### config.mk
export PLATFORM = sky130hd
export DESIGN_NAME = ctl_reg_slave
export DESIGN_NICKNAME = d
export VERILOG_FILES = /design/src/rtl/ctlslv_pkg.sv /design/src/rtl/ctlslv_sync.sv /design/src/rtl/ctlslv_regs.sv /design/src/rtl/ctlslv_link.sv /design/src/rtl/ctl_reg_slave.sv
export SDC_FILE = /design/constraint.sdc
export NUM_CORES = 1
export LEC_CHECK = 0
export BUFFER_PORTS_ARGS = -buffer_cell sky130_fd_sc_hd__buf_2
export CORE_MARGIN = 2
export CORE_UTILIZATION = 50
export CTS_CLUSTER_SIZE = 14
export DETAILED_ROUTE_END_ITERATION = 12
export GPL_TIMING_DRIVEN = 0
export PLACE_DENSITY = 0.71
export SYNTH_ARGS = -nofsm -noshare
export SYNTH_HDL_FRONTEND = slang
export SYNTH_HIERARCHICAL = 1
export SYNTH_SLANG_ARGS = --single-unit
### constraint.sdc
create_clock -name clk -period 4.8 [get_ports clk]
set_input_delay 0.72 -clock clk [delete_from_list [all_inputs] [get_ports clk]]
set_output_delay 0.72 -clock clk [all_outputs]
set_load 0.03 [all_outputs]
### src/rtl/ctlslv_pkg.sv
package ctlslv_pkg;
   localparam int BYTE_W = 8;
   localparam int IDX_W  = 4;
   localparam int AINC_BIT = 4;
   localparam int SM_BIT = 2;
   localparam int ZC_BIT = 1;

   typedef enum logic [2:0] {
      PH_IDLE,
      PH_ADDR,
      PH_SUB,
      PH_WR,
      PH_RD
   } phase_t;
endpackage

### src/rtl/ctlslv_sync.sv
module ctlslv_sync #(
   parameter int STAGES = 2
) (
   input  logic clk,
   input  logic rst_n,
   input  logic scl_in,
   input  logic sda_in,
   output logic sda_s,
   output logic scl_rise,
   output logic scl_fall,
   output logic start_det,
   output logic stop_det
);
   if (STAGES < 2) begin : g_bad_stages
      $error("ctlslv_sync: STAGES must be at least 2");
   end

   logic [STAGES-1:0] scl_pipe, sda_pipe;
   logic scl_q, sda_q;

   genvar gi;
   for (gi = 0; gi < STAGES; gi++) begin : g_stage
      if (gi == 0) begin : g_first
         always_ff @(posedge clk or negedge rst_n) begin
            if (!rst_n) begin
               scl_pipe[0] <= 1'b1;
               sda_pipe[0] <= 1'b1;
            end else begin
               scl_pipe[0] <= scl_in;
               sda_pipe[0] <= sda_in;
            end
         end
      end else begin : g_next
         always_ff @(posedge clk or negedge rst_n) begin
            if (!rst_n) begin
               scl_pipe[gi] <= 1'b1;
               sda_pipe[gi] <= 1'b1;
            end else begin
               scl_pipe[gi] <= scl_pipe[gi-1];
               sda_pipe[gi] <= sda_pipe[gi-1];
            end
         end
      end
   end

   always_ff @(posedge clk or negedge rst_n) begin
      if (!rst_n) begin
         scl_q <= 1'b1;
         sda_q <= 1'b1;
      end else begin
         scl_q <= scl_pipe[STAGES-1];
         sda_q <= sda_pipe[STAGES-1];
      end
   end

   logic scl_now;
   assign scl_now   = scl_pipe[STAGES-1];
   assign sda_s     = sda_pipe[STAGES-1];
   assign scl_rise  = scl_now & ~scl_q;
   assign scl_fall  = ~scl_now & scl_q;
   assign start_det = scl_now & scl_q & sda_q & ~sda_s;
   assign stop_det  = scl_now & scl_q & ~sda_q & sda_s;

   assert_edges_exclusive_R11: assert property (@(posedge clk) disable iff (!rst_n)
      $onehot0({start_det, stop_det}));
endmodule

### src/rtl/ctlslv_regs.sv
module ctlslv_regs
   import ctlslv_pkg::*;
#(
   parameter int NUM_REGS = 9,
   parameter logic [BYTE_W-1:0] RESET_VAL = 8'hFE
) (
   input  logic                       clk,
   input  logic                       rst_n,
   input  logic                       we,
   input  logic [IDX_W-1:0]           waddr,
   input  logic [BYTE_W-1:0]          wdata,
   output logic [NUM_REGS*BYTE_W-1:0] q_flat
);
   localparam int FLAT_W = NUM_REGS * BYTE_W;

   genvar gi;
   for (gi = 0; gi < NUM_REGS; gi++) begin : g_reg
      logic [BYTE_W-1:0] r;
      always_ff @(posedge clk or negedge rst_n) begin
         if (!rst_n)                                   r <= RESET_VAL;
         else if (we && (waddr == IDX_W'(gi)))         r <= wdata;
      end
      assign q_flat[gi*BYTE_W +: BYTE_W] = r;
   end

   assert_write_in_range_R4: assert property (@(posedge clk) disable iff (!rst_n)
      we |-> ({1'b0, waddr} < (IDX_W+1)'(NUM_REGS)));

   assert_hold_without_write_R3: assert property (@(posedge clk) disable iff (!rst_n)
      !we |=> $stable(q_flat));

   logic [FLAT_W-1:0] unused_chk;
   assign unused_chk = q_flat;
endmodule

### src/rtl/ctlslv_link.sv
module ctlslv_link
   import ctlslv_pkg::*;
#(
   parameter logic [6:0] DEV_ADDR = 7'b1000100,
   parameter int NUM_REGS = 9
) (
   input  logic              clk,
   input  logic              rst_n,
   input  logic              sda_s,
   input  logic              scl_rise,
   input  logic              scl_fall,
   input  logic              start_det,
   input  logic              stop_det,
   input  logic              soft_mute_st,
   input  logic              zc_mute_st,
   output logic              sda_oe,
   output logic              we,
   output logic [IDX_W-1:0]  waddr,
   output logic [BYTE_W-1:0] wdata
);
   localparam logic [3:0] ACK_SLOT = 4'd8;
   localparam logic [3:0] POST_ACK = 4'd9;
   localparam logic [IDX_W-1:0] LAST_IDX = IDX_W'(NUM_REGS - 1);

   phase_t            phase;
   logic [3:0]        bitcnt;
   logic [BYTE_W-1:0] shreg;
   logic              in_ack, rd_mode, m_ack, ainc;
   logic [IDX_W-1:0]  ptr;
   logic [BYTE_W-1:0] status;

   always_comb begin
      status         = '0;
      status[SM_BIT] = soft_mute_st;
      status[ZC_BIT] = zc_mute_st;
   end

   logic idx_ok;
   assign idx_ok = ({1'b0, shreg[IDX_W-1:0]} < (IDX_W+1)'(NUM_REGS));

   always_ff @(posedge clk or negedge rst_n) begin
      if (!rst_n) begin
         phase   <= PH_IDLE;
         bitcnt  <= '0;
         shreg   <= '0;
         in_ack  <= 1'b0;
         rd_mode <= 1'b0;
         m_ack   <= 1'b0;
         ainc    <= 1'b0;
         ptr     <= '0;
         sda_oe  <= 1'b0;
         we      <= 1'b0;
         waddr   <= '0;
         wdata   <= '0;
      end else begin
         we <= 1'b0;
         if (start_det) begin
            phase  <= PH_ADDR;
            bitcnt <= '0;
            in_ack <= 1'b0;
            sda_oe <= 1'b0;
         end else if (stop_det) begin
            phase  <= PH_IDLE;
            bitcnt <= '0;
            in_ack <= 1'b0;
            sda_oe <= 1'b0;
         end else if (phase == PH_RD) begin
            if (scl_rise) begin
               if (bitcnt == ACK_SLOT) m_ack <= !sda_s;
               if (bitcnt < POST_ACK)  bitcnt <= bitcnt + 4'd1;
            end else if (scl_fall) begin
               if (bitcnt == POST_ACK) begin
                  if (m_ack) begin
                     shreg  <= status;
                     sda_oe <= !status[BYTE_W-1];
                     bitcnt <= '0;
                  end else begin
                     phase  <= PH_IDLE;
                     sda_oe <= 1'b0;
                  end
               end else if (bitcnt == ACK_SLOT) begin
                  sda_oe <= 1'b0;
               end else begin
                  sda_oe <= !shreg[3'd7 - bitcnt[2:0]];
               end
            end
         end else if (phase != PH_IDLE) begin
            if (scl_rise && !in_ack && (bitcnt < ACK_SLOT)) begin
               shreg  <= {shreg[BYTE_W-2:0], sda_s};
               bitcnt <= bitcnt + 4'd1;
            end else if (scl_fall) begin
               if (in_ack) begin
                  in_ack <= 1'b0;
                  bitcnt <= '0;
                  if (phase == PH_ADDR && rd_mode) begin
                     phase  <= PH_RD;
                     shreg  <= status;
                     sda_oe <= !status[BYTE_W-1];
                  end else begin
                     sda_oe <= 1'b0;
                     case (phase)
                        PH_ADDR: phase <= PH_SUB;
                        PH_SUB:  phase <= PH_WR;
                        default: begin
                           phase <= PH_WR;
                           if (ainc) ptr <= (ptr == LAST_IDX) ? '0 : ptr + 1'b1;
                        end
                     endcase
                  end
               end else if (bitcnt == ACK_SLOT) begin
                  case (phase)
                     PH_ADDR: begin
                        if (shreg[BYTE_W-1:1] == DEV_ADDR) begin
                           in_ack  <= 1'b1;
                           sda_oe  <= 1'b1;
                           rd_mode <= shreg[0];
                        end else begin
                           phase <= PH_IDLE;
                        end
                     end
                     PH_SUB: begin
                        if (idx_ok) begin
                           in_ack <= 1'b1;
                           sda_oe <= 1'b1;
                           ptr    <= shreg[IDX_W-1:0];
                           ainc   <= shreg[AINC_BIT];
                        end else begin
                           phase <= PH_IDLE;
                        end
                     end
                     default: begin
                        in_ack <= 1'b1;
                        sda_oe <= 1'b1;
                        we     <= 1'b1;
                        waddr  <= ptr;
                        wdata  <= shreg;
                     end
                  endcase
               end
            end
         end
      end
   end

   assert_start_to_addr_R10: assert property (@(posedge clk) disable iff (!rst_n)
      start_det |=> (phase == PH_ADDR) && !sda_oe);

   assert_stop_to_idle_R11: assert property (@(posedge clk) disable iff (!rst_n)
      (stop_det && !start_det) |=> (phase == PH_IDLE) && !sda_oe);

   assert_write_with_ack_R7: assert property (@(posedge clk) disable iff (!rst_n)
      we |-> sda_oe && in_ack);

   assert_bitcnt_range_R2: assert property (@(posedge clk) disable iff (!rst_n)
      bitcnt <= POST_ACK);

   assert_idle_released_R3: assert property (@(posedge clk) disable iff (!rst_n)
      (phase == PH_IDLE) |-> !sda_oe);
endmodule

### src/rtl/ctl_reg_slave.sv
module ctl_reg_slave
   import ctlslv_pkg::*;
#(
   parameter logic [6:0] DEV_ADDR = 7'b1000100,
   parameter int NUM_REGS = 9,
   parameter int SYNC_STAGES = 2,
   parameter logic [BYTE_W-1:0] RESET_VAL = 8'hFE
) (
   input  logic                       clk,
   input  logic                       rst_n,
   input  logic                       scl_in,
   input  logic                       sda_in,
   output logic                       sda_oe,
   input  logic                       soft_mute_st,
   input  logic                       zc_mute_st,
   output logic [NUM_REGS*BYTE_W-1:0] regs_flat
);
   if (NUM_REGS < 1 || NUM_REGS > (1 << IDX_W)) begin : g_bad_regs
      $error("ctl_reg_slave: NUM_REGS must lie in 1..16");
   end

   logic sda_s, scl_rise, scl_fall, start_det, stop_det;
   logic we;
   logic [IDX_W-1:0]  waddr;
   logic [BYTE_W-1:0] wdata;

   ctlslv_sync #(.STAGES(SYNC_STAGES)) u_sync (
      .clk(clk), .rst_n(rst_n), .scl_in(scl_in), .sda_in(sda_in),
      .sda_s(sda_s), .scl_rise(scl_rise), .scl_fall(scl_fall),
      .start_det(start_det), .stop_det(stop_det)
   );

   ctlslv_link #(.DEV_ADDR(DEV_ADDR), .NUM_REGS(NUM_REGS)) u_link (
      .clk(clk), .rst_n(rst_n), .sda_s(sda_s), .scl_rise(scl_rise),
      .scl_fall(scl_fall), .start_det(start_det), .stop_det(stop_det),
      .soft_mute_st(soft_mute_st), .zc_mute_st(zc_mute_st),
      .sda_oe(sda_oe), .we(we), .waddr(waddr), .wdata(wdata)
   );

   ctlslv_regs #(.NUM_REGS(NUM_REGS), .RESET_VAL(RESET_VAL)) u_regs (
      .clk(clk), .rst_n(rst_n), .we(we), .waddr(waddr), .wdata(wdata),
      .q_flat(regs_flat)
   );
endmodule

==> run_results.csv <==
group,metric,value,unit
yosys,synth_top_area_share,34.3,%
clock_tree,cts_tree,"done",
outcome,outcome,"finished, final reports clean",
clock_tree,post_cts_buffers,0,
pwr,p_leak,3.03,nW
yosys,synth-seq-cells,115,
sta,skew,0.00661,ns
cells_and_area,multi_input_area,2190,um2
setup_path,path_class,"register to register",
hold_path,hold_class,"input port to register",
setup_path,critPathArrivalTime,3.02,ns
routing,vias,3577,
routing,routed_wl,11400,um
floorplan,initial_utilization,51.4,%
sta,setup_tns,0,ns
clock_tree,worstSkewPairLatency,0.51,ns
clock_tree,cts_resized,0,
placed_design,dpl.hpwl,7730,um
clock_tree,cts_root_buf,"clkbuf_8",
yosys,synth_edf_count,0,
global_routing,grt_pass1_vias,3576,
cells_and_area,post-route-util,62.4,%
routing,wl_met2,5640,um
sta,fmax,0.381,GHz
cells_and_area,seq_area,2960,um2
routing,drtPass1Iterations,4,
yosys,synth_area_leaders,"dfstp_2 (34%), dfrtp_1 (22%), mux2_2 (17%)",
clock_tree,clk_pin_slew,0.06,ns
floorplan,coreArea,10300,um2
setup_path,path_max_fanout,10,
global_routing,grt_pass1_wl,18800,um
pwr,irDropWorstVdd,0.209,mV
clock_tree,cts_hold_buf,0,
yosys,ys.warnings.count,6,
pwr,seqPwrFrac,43.2,%
sta,whs,0.302,ns
clock_tree,cts_htree_levels,4,
cells_and_area,fill_cells,811,
global_routing,antenna_found_initial,0,
yosys,yosysTopAreaCell,"dfstp_2",
clock_tree,clock_path_buffers,2,
yosys,synth.avg_cell_area,13.2,um2
floorplan,fp.dieW,107,um
routing,via_per_inst,5.54,
global_routing,overflow,0,
yosys,synth_ff_type,"dfstp_2",
pwr,combPwrFrac,11.1,%
sta,maxSlewHeadroom,44.8,%
global_routing,grt.total_usage,21.5,%
yosys,ys_types,69,
global_routing,grt_start_max_net_pins,69,
sta,setup_viol,0,
job,drv_cap,0,
placed_design,gp_congestion,0.886,
cells_and_area,drive_above_1_share,58.0,%
pwr,pwr-share-clk,45.7,%
routing,wl_met1,5090,um
sta,final.min_clock_period,2.62,ns
placed_design,portBuffers,78,
yosys,ys_seq_area_share,56.1,%
sta,grt_setup_unrepaired,"no",
clock_tree,clock-sinks,115,
pwr,switching_share,27.3,%
routing,routed.top_layer,"met4",
routing,ant_nets,0,
sta,max_slew.worst_pin.slew,0.829,ns
setup_path,critical_path_required,5.20,ns
yosys,syn_area,5290,um2
floorplan,die_h,107,um
routing,wl_per_cell,17.7,um
pwr,p_per_area,379,nW/um2
yosys,synth_nets,411,
cells_and_area,fin_nets,509,
floorplan,pin_count,79,
floorplan,die_area,11400,um2
sta,post-route-period-util,54.7,%
routing,drt_iter0_markers,185,
clock_tree,cts_buffers,17,
yosys,async_reset_ff_share,100,%
sta,hold_viol_final,0,
routing,drcViolationCount,0,
yosys,synthCells,399,
routing,dr_wl_met3,520,um
floorplan,placementRows,37,
cells_and_area,area_growth,21.3,%
cells_and_area,diodes,0,
sta,maxSlewViolCount,0,
pwr,switchingPower,0.000662,W
pwr,cellInternalPower,0.00177,W
setup_path,end_kind,"register",
setup_path,start_kind,"register",
==> power by group through the flow <==
stage	Combinational, W	Clock (W)	Sequential, W
4_1_cts	0.000268	0.00114	0.00105
3_3_place_gp	0.000258	0	0.00106
6_report	0.000268	0.00111	0.00105
3_5_place_dp	0.000266	0	0.00106
2_1_floorplan	0.000186	0	0.00106
5_1_grt	0.000303	0.00118	0.00105
==> worst paths after layout <==
kind,start,to,slack [ns],cells after the start
worst max-delay path,u_sync/sda_s,u_link/sda_oe,2.18,6
worst min-delay path,sda_in,u_sync/sda_pipe[0],0.30,1
worst max register to register,u_sync/sda_s,u_link/sda_oe,2.18,6
worst min register to register,u_sync/scl_pipe[0],u_sync/scl_now,0.35,0
max in group asynchronous,rst_n,u_sync/scl_q,3.73,2
min in group asynchronous,rst_n,u_regs/g_reg[2].r[0],0.31,1
==> area by class of cell <==
| type | instances | area share (%) |
|---|---|---|
| clock buffers | 18 | 6.67 |
| repair buffers | 79 | 6.56 |
| multi-input cells | 256 | 34.1 |
| plain buffers | 16 | 1.39 |
| flip-flops and latches | 115 | 46.2 |
| well taps | 136 | 2.65 |
| inverters | 12 | 0.702 |
| clock inverters | 14 | 1.68 |
==> layer usage <==
layer / vias up / track usage [%]
met1: 1807 / 28.2
li1: 1645 / -
met5: - / 0
met4: 0 / 9.65
met3: 16 / 4.44
met2: 109 / 34.7
==> through the flow <==
stage               setup slack, ns  power [W]  area, um2  cells
floorplan                      2.45    0.00124       5290    399
global placement               1.78    0.00132       5850    613
detailed placement             2.20    0.00133       5880    614
CTS                            2.19    0.00245       6410    646
global route                   2.02    0.00254       6410    646
finish                         2.18    0.00243       6410    646
==> kinds of logic after synthesis <==
group	count (synthesis)	share of synthesized area, %
AND/OR/NAND/NOR	98	11.5
AO/OA/AOI/OAI	57	7.29
adder cells (fa/ha/maj)	6	1.42
XOR/XNOR	2	0.331
flip-flops	115	56.1
buffers and inverters	28	2.53
multiplexers	93	20.8
==> synth_stat cells (all sizes together) (6+ instances only) <==
cell type	instances
a21oi	7
o21ai	23
buf	6
nor3	8
ha	6
nor2	16
inv	12
nand2	25
dfrtp	46
mux2	86
nand3	6
clkbuf	10
dfstp	69
==> placed cells by master, fill, tap and decap left out, types with 3 or more instances in the layout <==
master | netlist | final
ha_1 | 6 | 6
dfstp_2 | 69 | 69
nand2_1 | 25 | 25
mux2i_1 | 5 | 5
or2_2 | 3 | 3
a21oi_1 | 7 | 7
clkbuf_8 | 1 | 3
buf_2 | 2 | 79
nand2b_1 | 3 | 3
o211ai_1 | 5 | 5
nand4_1 | 3 | 3
nor4b_1 | 3 | 3
nor3_1 | 8 | 8
dfrtp_1 | 46 | 46
buf_4 | 2 | 3
clkbuf_1 | 8 | 8
clkbuf_16 | 0 | 16
clkinv_2 | 0 | 3
mux2_4 | 8 | 8
mux2_2 | 78 | 78
nand3_1 | 6 | 6
inv_1 | 12 | 12
nor2b_1 | 4 | 4
o21ai_0 | 22 | 22
nor2_1 | 15 | 15
clkinv_4 | 0 | 7
==> registers in the layout, indices dropped and copies added, names as in the netlist, 3 cells and up <==
name and cells:
u_regs/g.r 72, u_link/shreg 8, u_link/wdata 8, u_link/bitcnt 4, u_link/ptr 4, u_link/waddr 4, u_link/phase 3
==> critical path, stage by stage (launching register included) <==
cell      delay (ns)
dfstp_2         0.60
and4b_1         0.25
or2_2           0.30
clkbuf_1        0.21
clkbuf_1        0.29
o311ai_0        0.49
mux2_2          0.38
Power figures use the tool's default switching activity.
